==> src/rtl/adc_gr_pkg.sv <==
package adc_gr_pkg;
  localparam int DATA_W   = 32;
  localparam int RES_LSB  = 4;
  localparam int CH_LSB   = 24;
  localparam int OV_BIT   = 27;
  localparam int DONE_BIT = 31;
endpackage

==> src/rtl/adc_gr_seq.sv <==
module adc_gr_seq (
  input  logic clk_i,
  input  logic rst_ni,
  input  logic ctrl_wr_i,
  input  logic ctrl_start_i,
  input  logic conv_done_i,
  output logic start_o,
  output logic busy_o
);
  logic start_n, busy_q, start_q;

  // restart when written while a conversion is outstanding
  assign start_n = ctrl_wr_i & (ctrl_start_i | (busy_q & ~conv_done_i));

  always_ff @(posedge clk_i or negedge rst_ni) begin
    if (!rst_ni) begin
      start_q <= 1'b0;
      busy_q  <= 1'b0;
    end else begin
      start_q <= start_n;
      if (start_n)          busy_q <= 1'b1;
      else if (conv_done_i) busy_q <= 1'b0;
    end
  end

  assign start_o = start_q;
  assign busy_o  = busy_q;

  a_r10_start_from_write: assert property (@(posedge clk_i) disable iff (!rst_ni)
    start_o |-> $past(ctrl_wr_i));
  a_r10_start_bit_pulses: assert property (@(posedge clk_i) disable iff (!rst_ni)
    ctrl_wr_i && ctrl_start_i |=> start_o);
  a_r11_restart: assert property (@(posedge clk_i) disable iff (!rst_ni)
    ctrl_wr_i && busy_q && !conv_done_i |=> start_o);
endmodule

==> src/rtl/adc_gr_status.sv <==
module adc_gr_status (
  input  logic clk_i,
  input  logic rst_ni,
  input  logic ctrl_wr_i,
  input  logic data_rd_i,
  input  logic burst_i,
  input  logic conv_done_i,
  output logic done_o,
  output logic ovr_o
);
  logic done_q, ovr_q;

  always_ff @(posedge clk_i or negedge rst_ni) begin
    if (!rst_ni) begin
      done_q <= 1'b0;
      ovr_q  <= 1'b0;
    end else begin
      // completion has priority over both clear sources
      if (conv_done_i)                  done_q <= 1'b1;
      else if (data_rd_i || ctrl_wr_i)  done_q <= 1'b0;

      if (conv_done_i && burst_i && done_q && !data_rd_i) ovr_q <= 1'b1;
      else if (data_rd_i)                                 ovr_q <= 1'b0;
    end
  end

  assign done_o = done_q;
  assign ovr_o  = ovr_q;

  a_r4_done_sets: assert property (@(posedge clk_i) disable iff (!rst_ni)
    conv_done_i |=> done_q);
  a_r5_read_clears: assert property (@(posedge clk_i) disable iff (!rst_ni)
    data_rd_i && !conv_done_i |=> !done_q && !ovr_q);
  a_r6_write_clears: assert property (@(posedge clk_i) disable iff (!rst_ni)
    ctrl_wr_i && !conv_done_i && !data_rd_i |=> !done_q && $stable(ovr_q));
  a_r8_overrun: assert property (@(posedge clk_i) disable iff (!rst_ni)
    conv_done_i && burst_i && done_q && !data_rd_i |=> ovr_q);
  a_r7_read_race: assert property (@(posedge clk_i) disable iff (!rst_ni)
    conv_done_i && data_rd_i |=> done_q && !ovr_q);
endmodule

==> src/rtl/adc_gr_capture.sv <==
module adc_gr_capture #(
  parameter int RES_W = 12,
  parameter int CH_W  = 3
) (
  input  logic             clk_i,
  input  logic             rst_ni,
  input  logic             conv_done_i,
  input  logic [RES_W-1:0] conv_result_i,
  input  logic [CH_W-1:0]  conv_chan_i,
  output logic [RES_W-1:0] result_o,
  output logic [CH_W-1:0]  chan_o
);
  logic [RES_W-1:0] res_q;
  logic [CH_W-1:0]  ch_q;

  always_ff @(posedge clk_i or negedge rst_ni) begin
    if (!rst_ni) begin
      res_q <= '0;
      ch_q  <= '0;
    end else if (conv_done_i) begin
      res_q <= conv_result_i;
      ch_q  <= conv_chan_i;
    end
  end

  assign result_o = res_q;
  assign chan_o   = ch_q;

  a_r2_result_load: assert property (@(posedge clk_i) disable iff (!rst_ni)
    conv_done_i |=> res_q == $past(conv_result_i));
  a_r3_chan_load: assert property (@(posedge clk_i) disable iff (!rst_ni)
    conv_done_i |=> ch_q == $past(conv_chan_i));
  a_r5_hold: assert property (@(posedge clk_i) disable iff (!rst_ni)
    !conv_done_i |=> $stable(res_q) && $stable(ch_q));
endmodule

==> src/rtl/adc_gr_result_reg.sv <==
module adc_gr_result_reg
  import adc_gr_pkg::*;
#(
  parameter int RES_W = 12,
  parameter int CH_W  = 3
) (
  input  logic              clk_i,
  input  logic              rst_ni,
  input  logic              ctrl_wr_i,
  input  logic              ctrl_start_i,
  input  logic              data_rd_i,
  input  logic              burst_i,
  input  logic              conv_done_i,
  input  logic [RES_W-1:0]  conv_result_i,
  input  logic [CH_W-1:0]   conv_chan_i,
  output logic [DATA_W-1:0] data_o,
  output logic              start_o
);
  logic             done_w, ovr_w, busy_w;
  logic [RES_W-1:0] res_w;
  logic [CH_W-1:0]  ch_w;

  adc_gr_seq u_seq (
    .clk_i, .rst_ni, .ctrl_wr_i, .ctrl_start_i, .conv_done_i,
    .start_o, .busy_o(busy_w)
  );

  adc_gr_status u_status (
    .clk_i, .rst_ni, .ctrl_wr_i, .data_rd_i, .burst_i, .conv_done_i,
    .done_o(done_w), .ovr_o(ovr_w)
  );

  adc_gr_capture #(.RES_W(RES_W), .CH_W(CH_W)) u_cap (
    .clk_i, .rst_ni, .conv_done_i, .conv_result_i, .conv_chan_i,
    .result_o(res_w), .chan_o(ch_w)
  );

  always_comb begin
    data_o                     = '0;
    data_o[DONE_BIT]           = done_w;
    data_o[OV_BIT]             = ovr_w;
    data_o[CH_LSB +: CH_W]     = ch_w;
    data_o[RES_LSB +: RES_W]   = res_w;
  end

  a_r9_no_ovr_normal: assert property (@(posedge clk_i) disable iff (!rst_ni)
    conv_done_i && !burst_i && !data_rd_i |=> $stable(data_o[OV_BIT]));
  a_r2_pad_zero: assert property (@(posedge clk_i) disable iff (!rst_ni)
    data_o[3:0] == '0 && data_o[23:16] == '0 && data_o[30:28] == '0);
  a_r11_busy_pulse: assert property (@(posedge clk_i) disable iff (!rst_ni)
    start_o |-> busy_w);
endmodule

==> config.mk <==
export PLATFORM = sky130hd
export DESIGN_NAME = adc_gr_result_reg
export DESIGN_NICKNAME = d
export VERILOG_FILES = /design/src/rtl/adc_gr_pkg.sv /design/src/rtl/adc_gr_seq.sv /design/src/rtl/adc_gr_status.sv /design/src/rtl/adc_gr_capture.sv /design/src/rtl/adc_gr_result_reg.sv
export SDC_FILE = /design/constraint.sdc
export NUM_CORES = 1
export LEC_CHECK = 0
export BUFFER_PORTS_ARGS = -buffer_cell sky130_fd_sc_hd__buf_2
export CAP_MARGIN = 25
export CORE_MARGIN = 2
export CORE_UTILIZATION = 37
export DETAILED_ROUTE_END_ITERATION = 6
export PLACE_DENSITY_LB_ADDON = 0.12
export SYNTH_ARGS = -nofsm -noshare
export SYNTH_HDL_FRONTEND = slang
export SYNTH_SLANG_ARGS = --single-unit
export TNS_END_PERCENT = 30
==> constraint.sdc <==
create_clock -name clk_i -period 0.8 [get_ports clk_i]
set_clock_uncertainty 0.05 [all_clocks]
set_input_delay 0.08 -clock clk_i [delete_from_list [all_inputs] [get_ports clk_i]]
set_output_delay 0.08 -clock clk_i [all_outputs]
set_load 0.01 [all_outputs]
# Yosys cells after proc, flatten, opt, wreduce, memory -nomap -nowiden
# Index checks and enable logic that the tools add are counted.
# classes
add_sub_neg	0
mul	0
n_div	0
magnitude_cmp	0
n_eq_ne	0
n_shift	0
mux	6
bitwise	4
n_reduce_logical	8
# op_table
cell	n
1-bit 2-to-1 mux	6
2-bit nonzero test	3
1-bit logical AND	3
1-bit bitwise AND	2
1-bit zero test	1
1-bit logical OR	1
1-bit inverter	1
1-bit bitwise OR	1
# totals
reg_bits	19
latchBits	0
ram_bits	0
mem_bits_ro	0
inputBits	22
output_inout_bits	33
elab_cells	24
memories	0

# Logic depth before layout (Yosys ltp)
# Gate-level depths: netlist of the first run.
# depth
depth_word	5
depth_mapped	4
mapped_depth_nobuf	2

# Modules after synthesis
# From an unflattened synthesis of the first run, not the netlist that was laid out.
# hier_totals
cells_unflattened	61
hier_area_um2	894.6
# by_module_without_submodules
module	n_inst	cells_each	area_each_um2	seq_area_each_um2
adc_gr_capture	1	32	613.1	375.4
adc_gr_result_reg	1	18	131.4	0.0
adc_gr_seq	1	5	78.8	50.0
adc_gr_status	1	6	71.3	50.0

# Least setup slack after synthesis of the first run
# Ideal clock, no wire load.
# synth_timing
kind	reg-to-reg
start	register u_seq.busy_q (netlist: u_seq.busy_o)
end	register u_seq.start_q (netlist: u_seq.start_o)
setup_ps	119
t_arrival_ps	669
required_ps	631
slack_ps	-38
path_stages_with_launch	3
path_buffers	0
period_less_slack_ps	838
path_cell_list	dfrtp_1 and2b_2 o21a_1
# synth_via
elab_chain_len	3
# synth_rtl
item	line	rtl
start, declared	adc_gr_seq.sv:10	logic start_n, busy_q, start_q;
start signal, assigned	adc_gr_seq.sv:18	busy_q <= 1'b0;
start signal, assigned	adc_gr_seq.sv:21	if (start_n) busy_q <= 1'b1;
start signal, assigned	adc_gr_seq.sv:22	else if (conv_done_i) busy_q <= 1'b0;
1-bit bitwise AND	adc_gr_seq.sv:13	assign start_n = ctrl_wr_i & (ctrl_start_i | (busy_q & ~conv_done_i));
1-bit bitwise OR	adc_gr_seq.sv:13	
1-bit bitwise AND	adc_gr_seq.sv:13	
net u_seq.start_n	adc_gr_seq.sv:10	
end signal, assigned	adc_gr_seq.sv:20	start_q <= start_n;
end, declared	adc_gr_seq.sv:10	
# The timed path passes the listed nets, and every way through them passes these cells.
# A chain may end at the register's enable or synchronous reset.

# Worst setup path in the final report of the first run
# layout_timing
start	register u_cap.res_q[7] (netlist: u_cap.result_o[7])
end	output data_o[11]
# layout_rtl
item	line	rtl
start, declared	adc_gr_capture.sv:13	logic [RES_W-1:0] res_q;
start signal, assigned	adc_gr_capture.sv:21	res_q <= conv_result_i;
end, declared	adc_gr_result_reg.sv:16	output logic [DATA_W-1:0] data_o,
# No word-level cell between the ends.

==> results.cfg, run 1 <==
[grt]
grt_pass1_wl_um = 2570
use_met1_pct = 13.8
grt_max_degree = 20
antenna_found_initial = 0
busiest_layer = met2
grt_overflow_total = 0
grt_usage_pct = 13.1
grtUsageMet2_pct = 22.5
grt_pass1_vias = 578
use_met3_pct = 6.78

[logic_synthesis]
ys_ff_latch = 19
async_flop_share_pct = 100
syn-cell-area_um2 = 883
synth_top_area_share_pct = 53.8
syn_avg_cell_area_um2 = 14.5
synth_edf_count = 0
synthTopCellsByArea = dfrtp_1, buf_4, mux2_4
synth.largest_area_cell = dfrtp_1
syn_inst = 61
synth_common_cells = dfrtp_1, buf_4, mux2_4
dominantRegCellSynth = dfrtp_1
synth_cell_types = 13
yosysMostFrequentCell = dfrtp_1
ys.warnings.count = 0
ys_seq_area_share_pct = 53.8

[timing]
fmax_mhz = 1050
fin_crit_sh_pct = 119
min_period_ns = 0.951
rsz0062_at_grt = true
slew_viol_final = 0
hold_viol = 15
setup_violations = 32
setup_slack_ns = -0.151
hold_ws_ns = -0.0370

[drt]
drc = 0
vias = 605
dr.pass1.iters = 4
vias_per_cell = 4.23
ant_nets = 0
drt_iter0_drc = 1
wl_per_cell_um = 10.9
drt-total-wl_um = 1560

[clock_network]
clk_path_buf_depth = 2
ctsHoldBuffers = 5
ctsRootBufferMaster = clkbuf_4
numCtsBuffers = 3
clk-insertion-delay-late_ns = 0.28
cts_tree = built
clock-sinks = 19
cts-htree-levels = 1
clkTransAtPathRegs_ns = 0.10

[job]
drv_cap = 0

[die]
dieArea_um2 = 2790
initial_core_util_pct = 39.6
die_x_um = 52.9
fp-row-count = 17
core_um2 = 2230
die_height_um = 52.9
ios = 55

[place]
routabilityCongestion = 0.627
port_buffers = 39
place_area_um2 = 1030

[worst_setup_path]
critical-path-top-delay-family = flip-flops
startpoint_type = flop
end_kind = output pin
slowest_stage = dfrtp_1
setup.worst_path.class = flop to output pin
slowest_delay_ns = 0.39
arrival_ns = 0.82
path_max_fanout = 2
crit_chain = buf_2
path_buf_inv = 1
crit_required_ns = 0.67

[cells_and_area]
layout-area-overhead-vs-synth_pct = 34.6
stdcell_area_um2 = 1190
drive_gt1_share_pct = 60.9
num-nets-final = 138
num_antenna_cells = 0

[worst_hold_path]
hp-class = input pin to flop

[run_status]
violations = hold timing, setup timing
status = finished, violations left

[pwr]
p_leak_uw = 0.000647
finalPower_uw = 2030
ir_worst_vdd_mv = 1.05
powerDensity_nw_per_um2 = 1710
## timing repair
item                       CTS  global route
gates resized for setup      0             2
hold endpoints to repair    37            15
setup buffers                5             4
setup endpoints to repair   33            37
pin swaps                    1             0
## per-layer routing
| layer | vias up | share of wire (%) |
|---|---|---|
| li1 | 277 | - |
| met1 | 294 | 38 |
| met2 | 34 | 50 |
| met3 | 0 | 12 |
| met4 | 0 | 0 |
| met5 | - | 0 |
## power breakdown
group | internal (µW) | switching [µW]
Combinational | 279 | 203
Sequential | 1050 | 41.4
Clock | 194 | 267
## cells by family (layout without fill, tap and decap cells)
| logic type | after synthesis | in the layout | share of synthesized area [%] |
|---|---|---|---|
| and+or+nand+nor | 3 | 3 | 1.84 |
| other | 1 | 15 | 0.425 |
| buffers and inverters | 19 | 59 | 18.0 |
| AOI/OAI and AO/OA | 4 | 4 | 3.40 |
| DFF | 19 | 19 | 53.8 |
| muxes | 15 | 15 | 22.5 |
## sequential cells by signal (all words and copies together) (netlist names)
| register | count |
|---|---|
| u_cap.chan_o | 3 |
| u_cap.result_o | 12 |
| u_status.ovr_o | 1 |
| u_seq.start_o | 1 |
| u_status.done_o | 1 |
| u_seq.busy_o | 1 |
## through the flow
step	hold WS (ns)	util, %	cells	TNS (ns)	setup WS (ns)
4_1_cts	-0.0471	51.4	139	-3.67	-0.187
2_1_floorplan	-0.266	-	75	-0.431	-0.0378
5_1_grt	-0.0650	53.2	143	-5.33	-0.223
3_3_place_gp	-0.00721	46.3	125	-1.67	-0.153
3_5_place_dp	-0.00909	46.3	125	-2.03	-0.181
6_report	-0.0370	53.2	143	-3.69	-0.151
## placed cells by master, fill, tap and decap left out
cell,count
a21o_1,1
a21o_2,1
a31oi_1,1
and2b_2,1
buf_12,1
buf_2,38
buf_4,10
buf_6,1
clkbuf_1,1
clkbuf_4,3
conb_1,15
dfrtp_1,19
dlygate4sd3_1,5
mux2_2,6
mux2_4,9
nor2_1,2
o21a_1,1
## final cells by class
class,count,area [µm²]
Fill cell,219,1040
Sequential cell,19,475
Timing Repair Buffer,55,347
Multi-Input combinational cell,37,305
Tap cell,28,35.0
Clock buffer,4,26.3
## path summary, 6_finish.rpt
check / endpoint / slack, ns / from / depth (start not counted)
min in group asynchronous: u_cap.result_o[3]$_DFFE_PN0P_ / 0.20 / rst_ni / 2
max in group asynchronous: u_cap.result_o[9]$_DFFE_PN0P_ / 0.21 / rst_ni / 2
setup / recovery: data_o[11] / -0.15 / u_cap.result_o[7]$_DFFE_PN0P_ / 1
setup reg to reg: u_cap.result_o[7]$_DFFE_PN0P_ / -0.14 / u_cap.result_o[7]$_DFFE_PN0P_ / 2
hold reg to reg: u_cap.result_o[10]$_DFFE_PN0P_ / 0.46 / u_cap.result_o[10]$_DFFE_PN0P_ / 1
hold / removal: u_cap.result_o[2]$_DFFE_PN0P_ / -0.04 / conv_result_i[2] / 2
No activity file was read; power rests on OpenSTA's default activity.
==> run 2: changes to the inputs <==
SYNTH_HIERARCHICAL = 1   (was unset)
==> run 2 against run 1 <==
  * The run still ends with hold timing, setup timing left
  * Utilization is 0.72 points higher
  * Final cell count is 1.4% lower
  * Maximum frequency decreased by 8.1%
  * Clock power down 1%
  * Flip-flop and latch count did not move
  * Wire length up 8.1%
  * Combinational power increased by 6.7%
  * Largest power group unchanged
  * First-iteration DRC count grew to 3.0 times the previous value
  * Power rose by 1.3%
  * Worst setup slack lost 0.084 ns
==> results.cfg, run 2 <==
[cells_and_area]
stdcell_area_um2 = 1220
final_util_pct = 53.9
n_fill_cell = 223
multiInputGateArea_um2 = 330
final_cell_mix = buf_2, dfrtp_1, conb_1, mux2_4, buf_4
drive_gt1_share_pct = 61.9
seqCellArea_um2 = 475
num_antenna_cells = 0
largest_reg_flops = 12
num-nets-final = 136
layout-area-overhead-vs-synth_pct = 35.9
final_common_cell = buf_2

[run_status]
status = finished, violations left
violations = hold timing, setup timing

[clock_network]
cts-htree-levels = 1
clock-sinks = 19
numCtsBuffers = 3
clkTransAtPathRegs_ns = 0.10
clk-insertion-delay-late_ns = 0.28
cts_tree = built
clk_path_buf_depth = 2
ctsHoldBuffers = 4
ctsRootBufferMaster = clkbuf_4

[worst_setup_path]
r2r-start = u_cap/result_o[0]$_DFFE_PN0P_
setup.worst_path.class = flop to output pin
end_kind = output pin
startpoint_type = flop
startpoint = u_cap/result_o[0]$_DFFE_PN0P_
arrival_ns = 0.90
path_max_fanout = 2
crit_required_ns = 0.67

[logic_synthesis]
synth-simple-area-share_pct = 2.38
synthTopCellsByArea = dfrtp_1, mux2_4, buf_4
async_flop_share_pct = 100
ys.warnings.count = 6
synthMuxAreaShare_pct = 23.1
synth_edf_count = 0
synth_compound_area_share_pct = 3.22
ys_seq_area_share_pct = 53.1
synth_common_cells = dfrtp_1, buf_4, mux2_4
ys_ff_latch = 19
synth_xor_area_share_pct = 0
syn-cell-area_um2 = 895
yosysMostFrequentCell = dfrtp_1
syn_inst = 61
synth_top_family_by_area = multiplexers
synthAdderAreaFrac_pct = 0
dominantRegCellSynth = dfrtp_1
synth_top_area_share_pct = 53.1
syn_avg_cell_area_um2 = 14.7
synth_cell_types = 12
synth.largest_area_cell = dfrtp_1

[timing]
fmax_mhz = 966
hold_ws_ns = -0.0309
rsz0062_at_grt = true
slew_viol_final = 0
setup_slack_ns = -0.235
min_period_ns = 1.03
hold_viol = 15
setup_violations = 33
fin_crit_sh_pct = 129

[pwr]
finalPower_uw = 2060
p_sw_share_pct = 25.3
p_switching_uw = 522
clkPwrFrac_pct = 22.1
powerDensity_nw_per_um2 = 1690
combPwrFrac_pct = 24.9
internal-power_uw = 1540
p_leak_uw = 0.000654
ir_worst_vdd_mv = 1.34
seqPwrFrac_pct = 53.0

[place]
place_area_um2 = 1070
post-place-ws_ns = -0.0755
place.detailed.hpwl_um = 1160
port_buffers = 39
routabilityCongestion = 0.689

[grt]
antenna_found_initial = 0
grt_pass1_wl_um = 2390
grt_max_degree = 20
grt_overflow_total = 0
grt_pass1_vias = 542
grt_usage_pct = 12.2

[die]
die_x_um = 53.2
core_um2 = 2250
fp-row-count = 17
initial_core_util_pct = 39.7
dieArea_um2 = 2830
die_height_um = 53.2
ios = 55

[worst_hold_path]
hp-class = input pin to flop
hold_path.startpoint = conv_result_i[3]

[drt]
drt-total-wl_um = 1690
vias_per_cell = 4.06
drt_iter0_drc = 3
vias = 572
dr.pass1.iters = 2
drc = 0
ant_nets = 0
wl_per_cell_um = 12.0

[job]
drv_cap = 0
[run 2: changes by cell type after synthesis, sizes merged]
cell,change
nor2b,+1
and2b,-1
[run 2: path summary, 6_finish.rpt]
path	endpoint	slack (ns)	cells past startpoint
hold / removal	u_cap/result_o[3]$_DFFE_PN0P_	-0.03	2
max in group asynchronous	u_cap/result_o[1]$_DFFE_PN0P_	0.18	2
setup reg to reg	u_cap/result_o[0]$_DFFE_PN0P_	-0.14	2
hold reg to reg	u_cap/result_o[1]$_DFFE_PN0P_	0.46	1
min in group asynchronous	u_cap/result_o[5]$_DFFE_PN0P_	0.23	2
setup / recovery	data_o[4]	-0.23	2
[run 2: what timing repair did]
| item | 4_1_cts | 5_1_grt |
|---|---|---|
| setup buffers | 5 | 2 |
| endpoints found under the setup margin | 32 | 37 |
| endpoints found under the hold margin | 37 | 15 |
| pin swaps | 1 | 0 |
| gates resized for setup | 2 | 3 |
[run 2: metal layers]
metal	global-route usage, %	part of all wire (%)	up-vias
met4	1.28	0	0
met3	5.93	8.1	0
met1	15.2	41	269
li1	-	-	273
met5	0	0	-
met2	19.8	51	30
[run 2: final cells by class]
cell class	instances	share of cell area (%)
sequential	19	39.1
multi-input combinational	37	27.2
tap	28	2.88
clock buffer	4	2.16
timing repair buffer	53	28.7
[run 2: per-stage QoR]
stage,setup TNS (ns),std cells
2_1_floorplan,-0.390,75
3_3_place_gp,-0.595,126
3_5_place_dp,-0.719,126
4_1_cts,-3.51,139
5_1_grt,-4.81,141
6_report,-3.35,141
[run 2: cells by family (layout without fill, tap and decap cells)]
kind of cell / after synthesis / in the layout
and+or+nand+nor: 3 / 3
buffers and inverters: 19 / 57
muxes: 15 / 15
other: 1 / 15
AOI/OAI and AO/OA: 4 / 4
DFF: 19 / 19
[run 2: worst max-delay path: stages, from the launching register on]
cell and delay [ns]:
dfrtp_1 0.40, buf_6 0.12, buf_6 0.11
[run 2: power by group through the flow]
stage / Sequential [µW] / Clock [µW] / Combinational [µW]
after floorplan: 1150 / 0 / 257
after global placement: 1110 / 0 / 421
after detailed placement: 1110 / 0 / 427
after CTS: 1090 / 489 / 486
after global routing: 1100 / 544 / 554
final: 1090 / 456 / 513
==> run 3: changes to the inputs <==
PLACE_DENSITY_LB_ADDON = 0.25   (was 0.12)
==> run 3 against run 2 <==
  * The flow still finishes with violations (hold timing, setup timing)
  * Utilization shrank 3.3 points
  * Combinational power shrank 13%
  * First-iteration DRC count increased by 33%
  * Power decreased by 3.6%
  * Via count fell by 0.52%
  * Critical path depth fell by 1
  * Maximum frequency grew 9.0%
  * Final cell count is 2.8% lower
  * Critical endpoint is now data_o[26]
  * Largest cell class unchanged
==> results.cfg, run 3 (synthesis results as in run 2) <==
[worst_setup_path]
r2r-start = u_cap/result_o[7]$_DFFE_PN0P_
crit_path_end = data_o[26]
setup.worst_path.class = flop to output pin
critical-path-top-delay-family = flip-flops
startpoint = u_cap/chan_o[2]$_DFFE_PN0P_
arrival_ns = 0.82
slowest_delay_ns = 0.39
path_max_fanout = 2
ff2ff_setup_slack_ns = -0.13
crit_required_ns = 0.67
worstRegToRegCells = 2
cp.depth = 1
reg2reg_to = u_cap/result_o[7]$_DFFE_PN0P_
end_kind = output pin
slowest_stage = dfrtp_1
crit_chain = buf_2
startpoint_type = flop
path_buf_inv = 1

[clock_network]
numCtsBuffers = 3
ctsHoldBuffers = 4
clk_path_buf_depth = 2
cts_tree = built
clk-insertion-delay-late_ns = 0.28
clkTransAtPathRegs_ns = 0.10
clock-sinks = 19
cts-htree-levels = 1
ctsRootBufferMaster = clkbuf_4

[cells_and_area]
final_cells = 137
final_cell_mix = buf_2, dfrtp_1, conb_1, mux2_4
final_util_pct = 50.7
final_common_cell = buf_2
num-nets-final = 132
largest_reg_flops = 12
num_antenna_cells = 0
n_fill_cell = 215
layout-area-overhead-vs-synth_pct = 27.7
stdcell_area_um2 = 1140
drive_gt1_share_pct = 58.7

[timing]
fin_crit_sh_pct = 119
setup_violations = 32
fmax_mhz = 1050
hold_viol = 15
setup_slack_ns = -0.149
rsz0062_at_grt = true
slew_viol_final = 0
min_period_ns = 0.949
hold_ws_ns = -0.0328

[place]
post-place-ws_ns = -0.0439
port_buffers = 39
place.detailed.hpwl_um = 1100
routabilityCongestion = 0.663
place_area_um2 = 1050
dp.cells = 125

[run_status]
status = finished, violations left
violations = hold timing, setup timing

[drt]
drt_iter0_drc = 4
wl_per_cell_um = 10.9
dr.pass1.iters = 3
vias = 569
drt-total-wl_um = 1490
drc = 0
vias_per_cell = 4.15
ant_nets = 0

[die]
core_um2 = 2250
dieArea_um2 = 2830
ios = 55
fp-row-count = 17
die_height_um = 53.2
die_x_um = 53.2
initial_core_util_pct = 39.7

[job]
drv_cap = 0

[grt]
grt_max_degree = 20
grt_usage_pct = 11.9
antenna_found_initial = 0
grt_pass1_wl_um = 2260
use_met3_pct = 3.39
use_met1_pct = 13.9
grtUsageMet2_pct = 19.0
busiest_layer = met2
grt_overflow_total = 0
grt_pass1_vias = 478

[pwr]
p_leak_uw = 0.000624
powerDensity_nw_per_um2 = 1740
ir_worst_vdd_mv = 1.13

[worst_hold_path]
hp-class = input pin to flop
==> run 3: worst min-delay path by stage <==
stage,to,slack [ns],depth (start not counted),from
after floorplan,u_cap/chan_o[0]$_DFFE_PN0P_,-0.27,0,rst_ni
after global placement,u_cap/result_o[11]$_DFFE_PN0P_,-0.01,1,rst_ni
after detailed placement,u_cap/result_o[11]$_DFFE_PN0P_,-0.01,1,rst_ni
after CTS,u_cap/result_o[11]$_DFFE_PN0P_,-0.05,2,conv_result_i[11]
after global routing,u_cap/result_o[2]$_DFFE_PN0P_,-0.06,2,conv_result_i[2]
final,u_cap/result_o[11]$_DFFE_PN0P_,-0.03,2,conv_result_i[11]
==> run 3: layout make-up <==
cell class	count	area [µm²]	share of cell area (%)
clock buffer	4	26.3	2.30
multi-input combinational	37	313	27.4
sequential	19	475	41.6
tap	28	35.0	3.07
timing repair buffer	49	293	25.6
==> run 3: per-stage QoR <==
step                      total power, µW  setup TNS, ns  hold slack, ns
after global routing                 2130          -4.25         -0.0622
after global placement               1510         -0.511         -0.0117
after floorplan                      1410         -0.390          -0.266
after CTS                            2020          -3.09         -0.0524
final                                1990          -2.83         -0.0328
after detailed placement             1520         -0.581         -0.0112
==> run 3: power breakdown <==
part | leakage (µW) | switching [µW] | internal (µW)
clock | 0.0000150 | 255 | 193
sequential | 0.000225 | 40.9 | 1050
combinational | 0.000384 | 198 | 249
==> run 3: repair_timing <==
| action | in CTS | in global routing |
|---|---|---|
| endpoints found under the setup margin | 33 | 37 |
| setup buffers | 1 | 3 |
| resized for setup | 0 | 0 |
| endpoints found under the hold margin | 37 | 15 |
| pin swaps | 1 | 0 |
==> run 3: metal layers <==
layer	wire, µm	share of wire (%)	vias to the layer above
met4	19	1.3	0
met5	0	0	-
met2	784	53	23
li1	-	-	269
met1	592	40	275
met3	94	6.3	2
